<file path="src/rtl/hdlc_rx_pkg.sv">
package hdlc_rx_pkg;

    // run lengths of consecutive ones that carry meaning on the line
    localparam int STUFF_RUN = 5;
    localparam int FLAG_RUN  = 6;
    localparam int ABORT_RUN = 7;
    localparam int ONES_W    = $clog2(ABORT_RUN + 1);
    // bits held back so a flag's leading part never reaches the octet stage
    localparam int HOLD_BITS = FLAG_RUN + 1;

    localparam logic [15:0] POLY16 = 16'h8408;
    localparam logic [15:0] RES16  = 16'hF0B8;
    localparam logic [31:0] POLY32 = 32'hEDB88320;
    localparam logic [31:0] RES32  = 32'hDEBB20E3;

    typedef enum logic [1:0] {
        ST_GOOD    = 2'b00,
        ST_CRC_ERR = 2'b01,
        ST_ABORT   = 2'b10
    } frm_stat_e;

endpackage

</file>
<file path="src/rtl/hdlc_rx_deframe.sv">
module hdlc_rx_deframe
    import hdlc_rx_pkg::*;
(
    input  logic clk,
    input  logic rst_n,
    input  logic bit_en,
    input  logic bit_in,
    output logic dbit_vld,
    output logic dbit,
    output logic flag_ev,
    output logic abort_ev
);

    typedef struct packed {
        logic [ONES_W-1:0]    ones;
        logic [HOLD_BITS-1:0] win;
        logic [HOLD_BITS-1:0] wvld;
        logic                 dv;
        logic                 db;
        logic                 fl;
        logic                 ab;
    } dfr_s;

    dfr_s q, d;

    always_comb begin
        d    = q;
        d.dv = 1'b0;
        d.fl = 1'b0;
        d.ab = 1'b0;
        if (bit_en) begin
            if (bit_in) begin
                if (q.ones == ONES_W'(FLAG_RUN)) begin
                    d.ab   = 1'b1;
                    d.wvld = '0;
                    d.ones = ONES_W'(ABORT_RUN);
                end else if (q.ones != ONES_W'(ABORT_RUN)) begin
                    d.dv   = q.wvld[HOLD_BITS-1];
                    d.db   = q.win[HOLD_BITS-1];
                    d.win  = {q.win[HOLD_BITS-2:0], 1'b1};
                    d.wvld = {q.wvld[HOLD_BITS-2:0], 1'b1};
                    d.ones = q.ones + ONES_W'(1);
                end
            end else begin
                if (q.ones == ONES_W'(STUFF_RUN)) begin
                    d.ones = '0;
                end else if (q.ones == ONES_W'(FLAG_RUN)) begin
                    d.fl   = 1'b1;
                    d.wvld = '0;
                    d.ones = '0;
                end else begin
                    d.dv   = q.wvld[HOLD_BITS-1];
                    d.db   = q.win[HOLD_BITS-1];
                    d.win  = {q.win[HOLD_BITS-2:0], 1'b0};
                    d.wvld = {q.wvld[HOLD_BITS-2:0], 1'b1};
                    d.ones = '0;
                end
            end
        end
    end

    always_ff @(posedge clk or negedge rst_n) begin
        if (!rst_n) begin
            q <= '0;
        end else begin
            q <= d;
        end
    end

    assign dbit_vld = q.dv;
    assign dbit     = q.db;
    assign flag_ev  = q.fl;
    assign abort_ev = q.ab;

    AST_DATA_NEEDS_ENABLE: assert property (@(posedge clk) disable iff (!rst_n)
        dbit_vld |-> $past(bit_en));
    AST_FLAG_ENDS_ON_ZERO: assert property (@(posedge clk) disable iff (!rst_n)
        flag_ev |-> ($past(bit_en) && !$past(bit_in)));
    AST_ABORT_ENDS_ON_ONE: assert property (@(posedge clk) disable iff (!rst_n)
        abort_ev |-> ($past(bit_en) && $past(bit_in)));

endmodule

</file>
<file path="src/rtl/hdlc_rx_fcs.sv">
module hdlc_rx_fcs
    import hdlc_rx_pkg::*;
(
    input  logic clk,
    input  logic rst_n,
    input  logic restart,
    input  logic dbit_vld,
    input  logic dbit,
    input  logic fcs32_sel,
    output logic crc_ok
);

    typedef struct packed {
        logic [15:0] c16;
        logic [31:0] c32;
    } fcs_s;

    fcs_s q, d;

    always_comb begin
        d = q;
        if (restart) begin
            d.c16 = '1;
            d.c32 = '1;
        end else if (dbit_vld) begin
            d.c16 = (q.c16 >> 1) ^ ((q.c16[0] ^ dbit) ? POLY16 : 16'h0);
            d.c32 = (q.c32 >> 1) ^ ((q.c32[0] ^ dbit) ? POLY32 : 32'h0);
        end
    end

    always_ff @(posedge clk or negedge rst_n) begin
        if (!rst_n) begin
            q <= '1;
        end else begin
            q <= d;
        end
    end

    assign crc_ok = fcs32_sel ? (q.c32 == RES32) : (q.c16 == RES16);

endmodule

</file>
<file path="src/rtl/hdlc_rx_octet.sv">
module hdlc_rx_octet
    import hdlc_rx_pkg::*;
#(
    parameter int FCS_SHORT_BYTES = 2,
    parameter int FCS_LONG_BYTES  = 4
) (
    input  logic       clk,
    input  logic       rst_n,
    input  logic       dbit_vld,
    input  logic       dbit,
    input  logic       flag_ev,
    input  logic       abort_ev,
    input  logic       fcs32_sel,
    input  logic       crc_ok,
    output logic       out_vld,
    output logic [7:0] out_data,
    output logic       out_sof,
    output logic       out_eof,
    output frm_stat_e  out_stat
);

    localparam int LINE_DEPTH = FCS_LONG_BYTES + 1;
    localparam int CNT_W      = $clog2(LINE_DEPTH + 1);

    typedef struct packed {
        logic                       open;
        logic [7:0]                 sh;
        logic [2:0]                 nbit;
        logic [CNT_W-1:0]           cnt;
        logic [LINE_DEPTH-1:0][7:0] line;
        logic                       sof_pend;
        logic                       vld;
        logic [7:0]                 data;
        logic                       sof;
        logic                       eof;
        frm_stat_e                  stat;
    } oct_s;

    oct_s q, d;

    logic [CNT_W-1:0] fcsb;
    logic             full;
    logic [7:0]       oldest;
    logic [7:0]       newbyte;

    always_comb begin
        fcsb    = fcs32_sel ? CNT_W'(FCS_LONG_BYTES) : CNT_W'(FCS_SHORT_BYTES);
        full    = (q.cnt > fcsb);
        newbyte = {dbit, q.sh[7:1]};
        oldest  = q.line[0];
        for (int i = 0; i < LINE_DEPTH; i++) begin
            if (CNT_W'(i) == fcsb) begin
                oldest = q.line[i];
            end
        end

        d      = q;
        d.vld  = 1'b0;
        d.sof  = 1'b0;
        d.eof  = 1'b0;
        d.stat = ST_GOOD;

        if (flag_ev) begin
            if (q.open && full) begin
                d.vld  = 1'b1;
                d.data = oldest;
                d.sof  = q.sof_pend;
                d.eof  = 1'b1;
                if (q.nbit != 3'd0) begin
                    d.stat = ST_ABORT;
                end else if (crc_ok) begin
                    d.stat = ST_GOOD;
                end else begin
                    d.stat = ST_CRC_ERR;
                end
            end
            d.open     = 1'b1;
            d.cnt      = '0;
            d.nbit     = '0;
            d.sh       = '0;
            d.sof_pend = 1'b1;
        end else if (abort_ev) begin
            if (q.open && full) begin
                d.vld  = 1'b1;
                d.data = oldest;
                d.sof  = q.sof_pend;
                d.eof  = 1'b1;
                d.stat = ST_ABORT;
            end
            d.open = 1'b0;
        end else if (dbit_vld && q.open) begin
            d.sh   = newbyte;
            d.nbit = q.nbit + 3'd1;
            if (q.nbit == 3'd7) begin
                if (full) begin
                    d.vld      = 1'b1;
                    d.data     = oldest;
                    d.sof      = q.sof_pend;
                    d.sof_pend = 1'b0;
                end
                d.line = {q.line[LINE_DEPTH-2:0], newbyte};
                if (q.cnt != CNT_W'(LINE_DEPTH)) begin
                    d.cnt = q.cnt + CNT_W'(1);
                end
            end
        end
    end

    always_ff @(posedge clk or negedge rst_n) begin
        if (!rst_n) begin
            q <= '0;
        end else begin
            q <= d;
        end
    end

    assign out_vld  = q.vld;
    assign out_data = q.data;
    assign out_sof  = q.sof;
    assign out_eof  = q.eof;
    assign out_stat = q.stat;

    AST_GOOD_NEEDS_RESIDUE: assert property (@(posedge clk) disable iff (!rst_n)
        (out_vld && out_eof && out_stat == ST_GOOD) |-> $past(crc_ok));
    AST_CRCERR_NEEDS_MISMATCH: assert property (@(posedge clk) disable iff (!rst_n)
        (out_vld && out_eof && out_stat == ST_CRC_ERR) |-> !$past(crc_ok));
    AST_EOF_AFTER_DELIMITER: assert property (@(posedge clk) disable iff (!rst_n)
        (out_vld && out_eof) |-> ($past(flag_ev) || $past(abort_ev)));

endmodule

</file>
<file path="src/rtl/hdlc_rx.sv">
module hdlc_rx
    import hdlc_rx_pkg::*;
#(
    parameter int FCS_SHORT_BYTES = 2,
    parameter int FCS_LONG_BYTES  = 4
) (
    input  logic       clk,
    input  logic       rst_n,
    input  logic       bit_en,
    input  logic       bit_in,
    input  logic       fcs32_sel,
    output logic       rx_valid,
    output logic [7:0] rx_data,
    output logic       rx_sof,
    output logic       rx_eof,
    output logic [1:0] rx_status
);

    logic      dbit_vld;
    logic      dbit;
    logic      flag_ev;
    logic      abort_ev;
    logic      crc_ok;
    frm_stat_e stat;

    hdlc_rx_deframe u_deframe (
        .clk      (clk),
        .rst_n    (rst_n),
        .bit_en   (bit_en),
        .bit_in   (bit_in),
        .dbit_vld (dbit_vld),
        .dbit     (dbit),
        .flag_ev  (flag_ev),
        .abort_ev (abort_ev)
    );

    hdlc_rx_fcs u_fcs (
        .clk       (clk),
        .rst_n     (rst_n),
        .restart   (flag_ev | abort_ev),
        .dbit_vld  (dbit_vld),
        .dbit      (dbit),
        .fcs32_sel (fcs32_sel),
        .crc_ok    (crc_ok)
    );

    hdlc_rx_octet #(
        .FCS_SHORT_BYTES (FCS_SHORT_BYTES),
        .FCS_LONG_BYTES  (FCS_LONG_BYTES)
    ) u_octet (
        .clk       (clk),
        .rst_n     (rst_n),
        .dbit_vld  (dbit_vld),
        .dbit      (dbit),
        .flag_ev   (flag_ev),
        .abort_ev  (abort_ev),
        .fcs32_sel (fcs32_sel),
        .crc_ok    (crc_ok),
        .out_vld   (rx_valid),
        .out_data  (rx_data),
        .out_sof   (rx_sof),
        .out_eof   (rx_eof),
        .out_stat  (stat)
    );

    assign rx_status = stat;

    AST_MARKERS_NEED_VALID: assert property (@(posedge clk) disable iff (!rst_n)
        (rx_sof || rx_eof) |-> rx_valid);
    AST_STATUS_ONLY_AT_END: assert property (@(posedge clk) disable iff (!rst_n)
        (rx_valid && !rx_eof) |-> (rx_status == 2'b00));
    AST_OUTPUT_NEEDS_BIT: assert property (@(posedge clk) disable iff (!rst_n)
        rx_valid |-> $past(bit_en, 2));

endmodule

</file>
<file path="config.mk">
export PLATFORM = sky130hd
export DESIGN_NAME = hdlc_rx
export DESIGN_NICKNAME = d
export VERILOG_FILES = /design/src/rtl/hdlc_rx_pkg.sv /design/src/rtl/hdlc_rx_deframe.sv /design/src/rtl/hdlc_rx_fcs.sv /design/src/rtl/hdlc_rx_octet.sv /design/src/rtl/hdlc_rx.sv
export SDC_FILE = /design/constraint.sdc
export NUM_CORES = 1
export LEC_CHECK = 0
export ABC_AREA = 1
export BUFFER_PORTS_ARGS = -buffer_cell sky130_fd_sc_hd__buf_2
export CAP_MARGIN = 0
export CORE_ASPECT_RATIO = 0.75
export CORE_UTILIZATION = 50
export DETAILED_ROUTE_END_ITERATION = 12
export PLACE_DENSITY = 0.69
export SYNTH_ARGS = -nofsm -noshare
export SYNTH_HDL_FRONTEND = slang
export SYNTH_SLANG_ARGS = --single-unit
export TNS_END_PERCENT = 10
</file>
<file path="constraint.sdc">
create_clock -name clk -period 1.5 [get_ports clk]
set_input_delay 0.15 -clock clk [delete_from_list [all_inputs] [get_ports clk]]
set_output_delay 0.15 -clock clk [all_outputs]
set_load 0.01 [all_outputs]
</file>
== Word level (Yosys, flattened, before mapping) ==
Cells that the tools add are included.
Cells by class
  add/sub/neg operators: 3
  order comparisons: 1
  equal/unequal tests: 17
  mux-type cells: 38
  bitwise operators: 8
  reductions and logical operators: 20
Operators with widths (number)
  $mux 48: 2
  $mux 65: 1
  $mux 55: 1
  $mux 54: 1
  $mux 19: 2
  $eq 32x32->1 const B: 1
  $mux 32: 1
  $mux 8: 4
  $xor 31x32->32: 1
  $mux 7: 4
  $mux 13: 2
  $mux 17: 1
  $eq 16x16->1 const B: 1
  $mux 16: 1
  $reduce_and 4->1: 4
  $xor 15x16->16: 1
  $mux 15: 1
  $mux 14: 1
  $mux 3: 4
  $reduce_bool 2->1: 6
  $reduce_bool 3->1: 4
  $mux 11: 1
  $mux 10: 1
  $add 3x1->3 const B: 3
  19 further kinds: 38
Storage, ports and cells
  register bits: 138
  input port bits: 5
  output and inout bits: 13
  logic and storage cells: 111

== Logic depth before layout (Yosys ltp) ==
  depth in word-level cells: 11
  mapped depth: 12

== Cells and area by module ==
Synthesis repeated with hierarchy kept, for this count alone.
Unflattened totals
  cell total of the unflattened synthesis: 698
  area, all modules: 6319.8 µm²
Modules (own cells, without submodules)
  hdlc_rx_octet: times used 1, cells each 334, area an instance 3054.2 µm²
  hdlc_rx_fcs: times used 1, cells each 255, area an instance 2317.2 µm²
  hdlc_rx_deframe: times used 1, cells each 106, area an instance 937.1 µm²
  hdlc_rx: times used 1, cells each 3, area an instance 11.3 µm²

== Worst setup path after synthesis ==
No wires, ideal clock.
  kind: flip-flop to flip-flop
  start point: reg u_deframe.q[18] in the netlist's numbering
  end point: reg u_deframe.q[9] in the netlist's numbering
  library setup time: 0.132 ns
  arrival time: 1.451 ns
  data required time: 1.368 ns
  setup slack: -0.083 ns
  stages on the path, launching flop included: 11
  path buffers: 0
  clock period less this slack: 1.583 ns
  cell sequence: dfrtp_1 > ha_1 > ha_1 > nand2_1 > inv_1 > nand2_1 > nand2_1 > nor2_1 > inv_1 > nand2_1 > o21ai_0
On the way
  word-level cells in the longest chain between the ends: 4
  elaborated cells on any way between the ends: 10
  classes of those cells: eq/ne: 5; mux: 4; reduce/logical: 1
RTL lines
  start: declaration: RTL line hdlc_rx_deframe.sv:24  | dfr_s q, d;
  start signal: assignment: RTL line hdlc_rx_deframe.sv:64  | q <= '0;
  start signal: assignment: RTL line hdlc_rx_deframe.sv:66  | q <= d;
  $eq 3x3->1: RTL line hdlc_rx_deframe.sv:33, hdlc_rx_deframe.sv:47
  $mux 7: RTL line hdlc_rx_deframe.sv:47  | end else if (q.ones == ONES_W'(FLAG_RUN)) begin
  $mux 17: RTL line hdlc_rx_deframe.sv:45  | if (q.ones == ONES_W'(STUFF_RUN)) begin
  $mux 19: RTL line hdlc_rx_deframe.sv:32  | if (bit_in) begin
Several ways; a longest one is shown, not always the timed one. The select of a mux whose other input is x is not followed.
A chain may end at the register's enable or synchronous reset.

== Final worst setup path ==
  start point: reg u_octet.q[58] in the netlist's numbering
  end point: reg u_octet.q[38] in the netlist's numbering
On the way
  word-level cells in the longest chain between the ends: 2
RTL lines
  start: declaration: RTL line hdlc_rx_octet.sv:39  | oct_s q, d;
  start signal: assignment: RTL line hdlc_rx_octet.sv:111  | q <= '0;
  start signal: assignment: RTL line hdlc_rx_octet.sv:113  | q <= d;
  $eq 3x3->1: RTL line hdlc_rx_octet.sv:94  | if (q.nbit == 3'd7) begin
  $reduce_and 4->1 (no line)
Every way passes these cells.

==> metrics.csv <==
metric,value,unit
status,finished with violations,
failed_checks,negative setup slack,
yosys.area_share.simple,16.41,%
fmax,0.6492,GHz
clock_latency,0.42,ns
dp_slack,-0.06943,ns
crit_path_max_fanout,16,
fin_setup_tns,-0.1783,ns
drive_above_1_share,31.52,%
cts-htree-levels,4,
ys_ff_latch,137,
power_frac_seq,44.6,%
slowest_stage,dfrtp_1,
comb_power_share,22.0,%
cpPeakStageDelay,0.35,ns
firstDrtPassIters,5,
drc_errors,0,
grt_usage,20.34,%
hpwl,7.834,mm
worstPathRequired,1.83,ns
slew_viol_final,0,
grt_pass1_wl,19.82,mm
worstMarginPinSlew,0.4041,ns
synth.avg_cell_area,9.162,sq um
cap_violations,0,
final_nets,739,
grtUsageMet1,27.98,%
critPathArrivalTime,1.87,ns
start_kind,flip-flop,
p_int,0.008665,W
grt_pass1_vias,4266,
vias_per_cell,5.097,
cts.clk_slew.worst_paths,0.06,ns
hold_violations,0,
postRouteAntennaNets,0,
seq_area_frac_synth,56.91,%
portBuffers,17,
yosys_warnings,0,
synth_compound_area_share,13.70,%
synthCells,669,
core,11780,sq um
synth_fa_ha_area_share,2.245,%
numCtsBuffers,17,
rows,34,
diodes,0,
die_height,97.89,um
ir_drop,0.9108,mV
skew,0.01078,ns
powerDensity,1621,nW/um^2
drt_iter0_drc,331,
place.gp.congestion,0.8793,
synth_nets,685,
die_x,129.9,um
grt-ovfl-total,0,
swShare,29.61,%
die_area,12710,sq um
areaGrowthSynthToFinish,23.90,%
synth_top_family_by_area,simple AND/OR/NAND/NOR gates,
finalCritPeriodShare,102.7,%
p_switching,0.003646,W
grt_use_met3,6.137,%
slew_headroom,72.86,%
vias,4577,
cts_root_buf,clkbuf_16,
min_period,1.540,ns
synth_mux_area_share,0,%
cts_tree,built,
cts_max_path_buffers,2,
grt_max_degree,39,
busiest_layer,met2,
wire_per_inst,13.98,um
io_pins,18,
synth_area,6130,sq um
synthDistinctLibCells,33,
rsz0062_at_grt,true,
p_leak,3.746,nW
crit_chain,ha_2 > ha_4 > nand3_4 > nor2_4 > buf_6 > clkbuf_16 > nand2_1 > o21ai_0,
setup_violations,12,
start_util,52.02,%
synth-xor-area-share,0.4287,%
hold_path_class,in -> reg,
clock_sink_count,137,
crit_path_end_kind,flip-flop,
p_clk_share,33.4,%
layout_setup_ws,-0.04027,ns
p_total,0.01231,W
worstSetupPathType,reg -> reg,
antenna_found_initial,0,
drt-total-wl,12.55,mm
whs,0.07857,ns
grtUsageMet2,30.32,%
[metal layers]
metal | wire [um] | vias up
li1 | - | 2247
met1 | 6243 | 2241
met2 | 5851 | 76
met3 | 339 | 13
met4 | 119 | 0
met5 | 0 | -
[registers in the layout, summed over array words and instances, names as in the netlist, 2 cells and up]
signal and flops:
u_octet.q 48, u_octet.out_data 8, u_octet.newbyte 7, u_fcs.q 48
u_deframe.q 17, u_octet.out_stat 2
[final timing paths]
check / from / endpoint / slack [ns] / cells after the start
worst max-delay path: u_octet.q[58] / u_octet.q[38] / -0.04 / 8
worst min-delay path: bit_en / u_deframe.abort_ev / 0.08 / 3
worst max register to register: u_octet.q[58] / u_octet.q[38] / -0.04 / 8
worst min register to register: u_octet.q[53] / u_octet.q[53] / 0.47 / 2
max in group asynchronous: rst_n / u_fcs.q[10] / 0.66 / 3
min in group asynchronous: rst_n / u_octet.q[27] / 0.21 / 2
[logic make-up (layout without fill, tap and decap cells)]
| logic type | count (synthesis) | after routing |
|---|---|---|
| adder cells (fa/ha/maj) | 11 | 11 |
| buffers and inverters | 145 | 212 |
| XOR/XNOR | 3 | 3 |
| AND/OR/NAND/NOR | 231 | 231 |
| AO/OA/AOI/OAI | 142 | 142 |
| flip-flops | 137 | 137 |
[synthesized netlist by cell type (all sizes together)]
| cell | n | area share, % |
|---|---|---|
| dfstp | 48 | 21 |
| a22oi | 27 | 3.3 |
| a21boi | 1 | 0.12 |
| a21oi | 22 | 1.8 |
| dfrtp | 89 | 36 |
| or2 | 11 | 1.1 |
| xnor2 | 1 | 0.14 |
| nor4 | 1 | 0.10 |
| nand2 | 141 | 8.8 |
| o21ai | 87 | 8.0 |
| xor2 | 2 | 0.29 |
| clkbuf | 5 | 0.31 |
| inv | 111 | 6.8 |
| nand3 | 33 | 2.9 |
| buf | 28 | 3.1 |
| nor2 | 33 | 2.3 |
| nand3b | 1 | 0.12 |
| ha | 11 | 2.2 |
| clkinv | 1 | 0.061 |
| nor3 | 1 | 0.082 |
| o22ai | 5 | 0.51 |
| nand4 | 9 | 0.92 |
| and2 | 1 | 0.10 |
[stage by stage]
stage | instance area (sq um) | std cells | util (%)
after floorplan | 6133 | 669 | -
after global placement | 6575 | 853 | 55.80
after detailed placement | 6575 | 853 | 55.80
after CTS | 7216 | 887 | 61.23
after global routing | 7595 | 898 | 64.45
final | 7595 | 898 | 64.45
[layout by cell type (no fill, tap or decap), drive strengths merged, types with 2 or more instances in the layout]
| cell | instances |
|---|---|
| dfstp | 48 |
| nor2 | 33 |
| o22ai | 5 |
| o21ai | 87 |
| xor2 | 2 |
| buf | 62 |
| nand2 | 141 |
| bufinv | 2 |
| dfrtp | 89 |
| inv | 115 |
| ha | 11 |
| clkinv | 4 |
| or2 | 11 |
| clkbuf | 26 |
| nand3 | 33 |
| dlygate4sd3 | 2 |
| a21oi | 22 |
| a22oi | 27 |
| nand4 | 9 |
[power by group through the flow]
stage | clock (W) | combinational, W | sequential (W)
finish | 0.00411 | 0.00271 | 0.00549
global route | 0.00436 | 0.00310 | 0.00560
CTS | 0.00419 | 0.00261 | 0.00546
global placement | 0 | 0.00248 | 0.00546
floorplan | 0 | 0.00185 | 0.00537
detailed placement | 0 | 0.00258 | 0.00551
[worst max-delay path, delay by kind of cell, from the launching register on]
kind | cells | cell delay (ns)
compound gates | 1 | 0.07
fa+ha+maj | 2 | 0.34
buf+inv | 2 | 0.36
flops | 1 | 0.35
simple gates | 3 | 0.31
[layout make-up]
cell class	instances	area, sq um
Clock inverter	10	112.6
Sequential cell	137	3488
Timing Repair Buffer	68	663.1
Multi-Input combinational cell	387	2228
Clock buffer	22	474.2
Inverter	112	425.4
Fill cell	942	4189
Tap cell	162	202.7
[repair_timing]
action / in CTS / in global routing
resized for setup: 10 / 80
gates cloned: 0 / 5
endpoints found under the setup margin: 35 / 74
buffers inserted: 0 / 6
hold buffers: 2 / 0
pin swaps: 0 / 3
hold endpoints to repair: 96 / 0
Power figures use the tool's default switching activity.
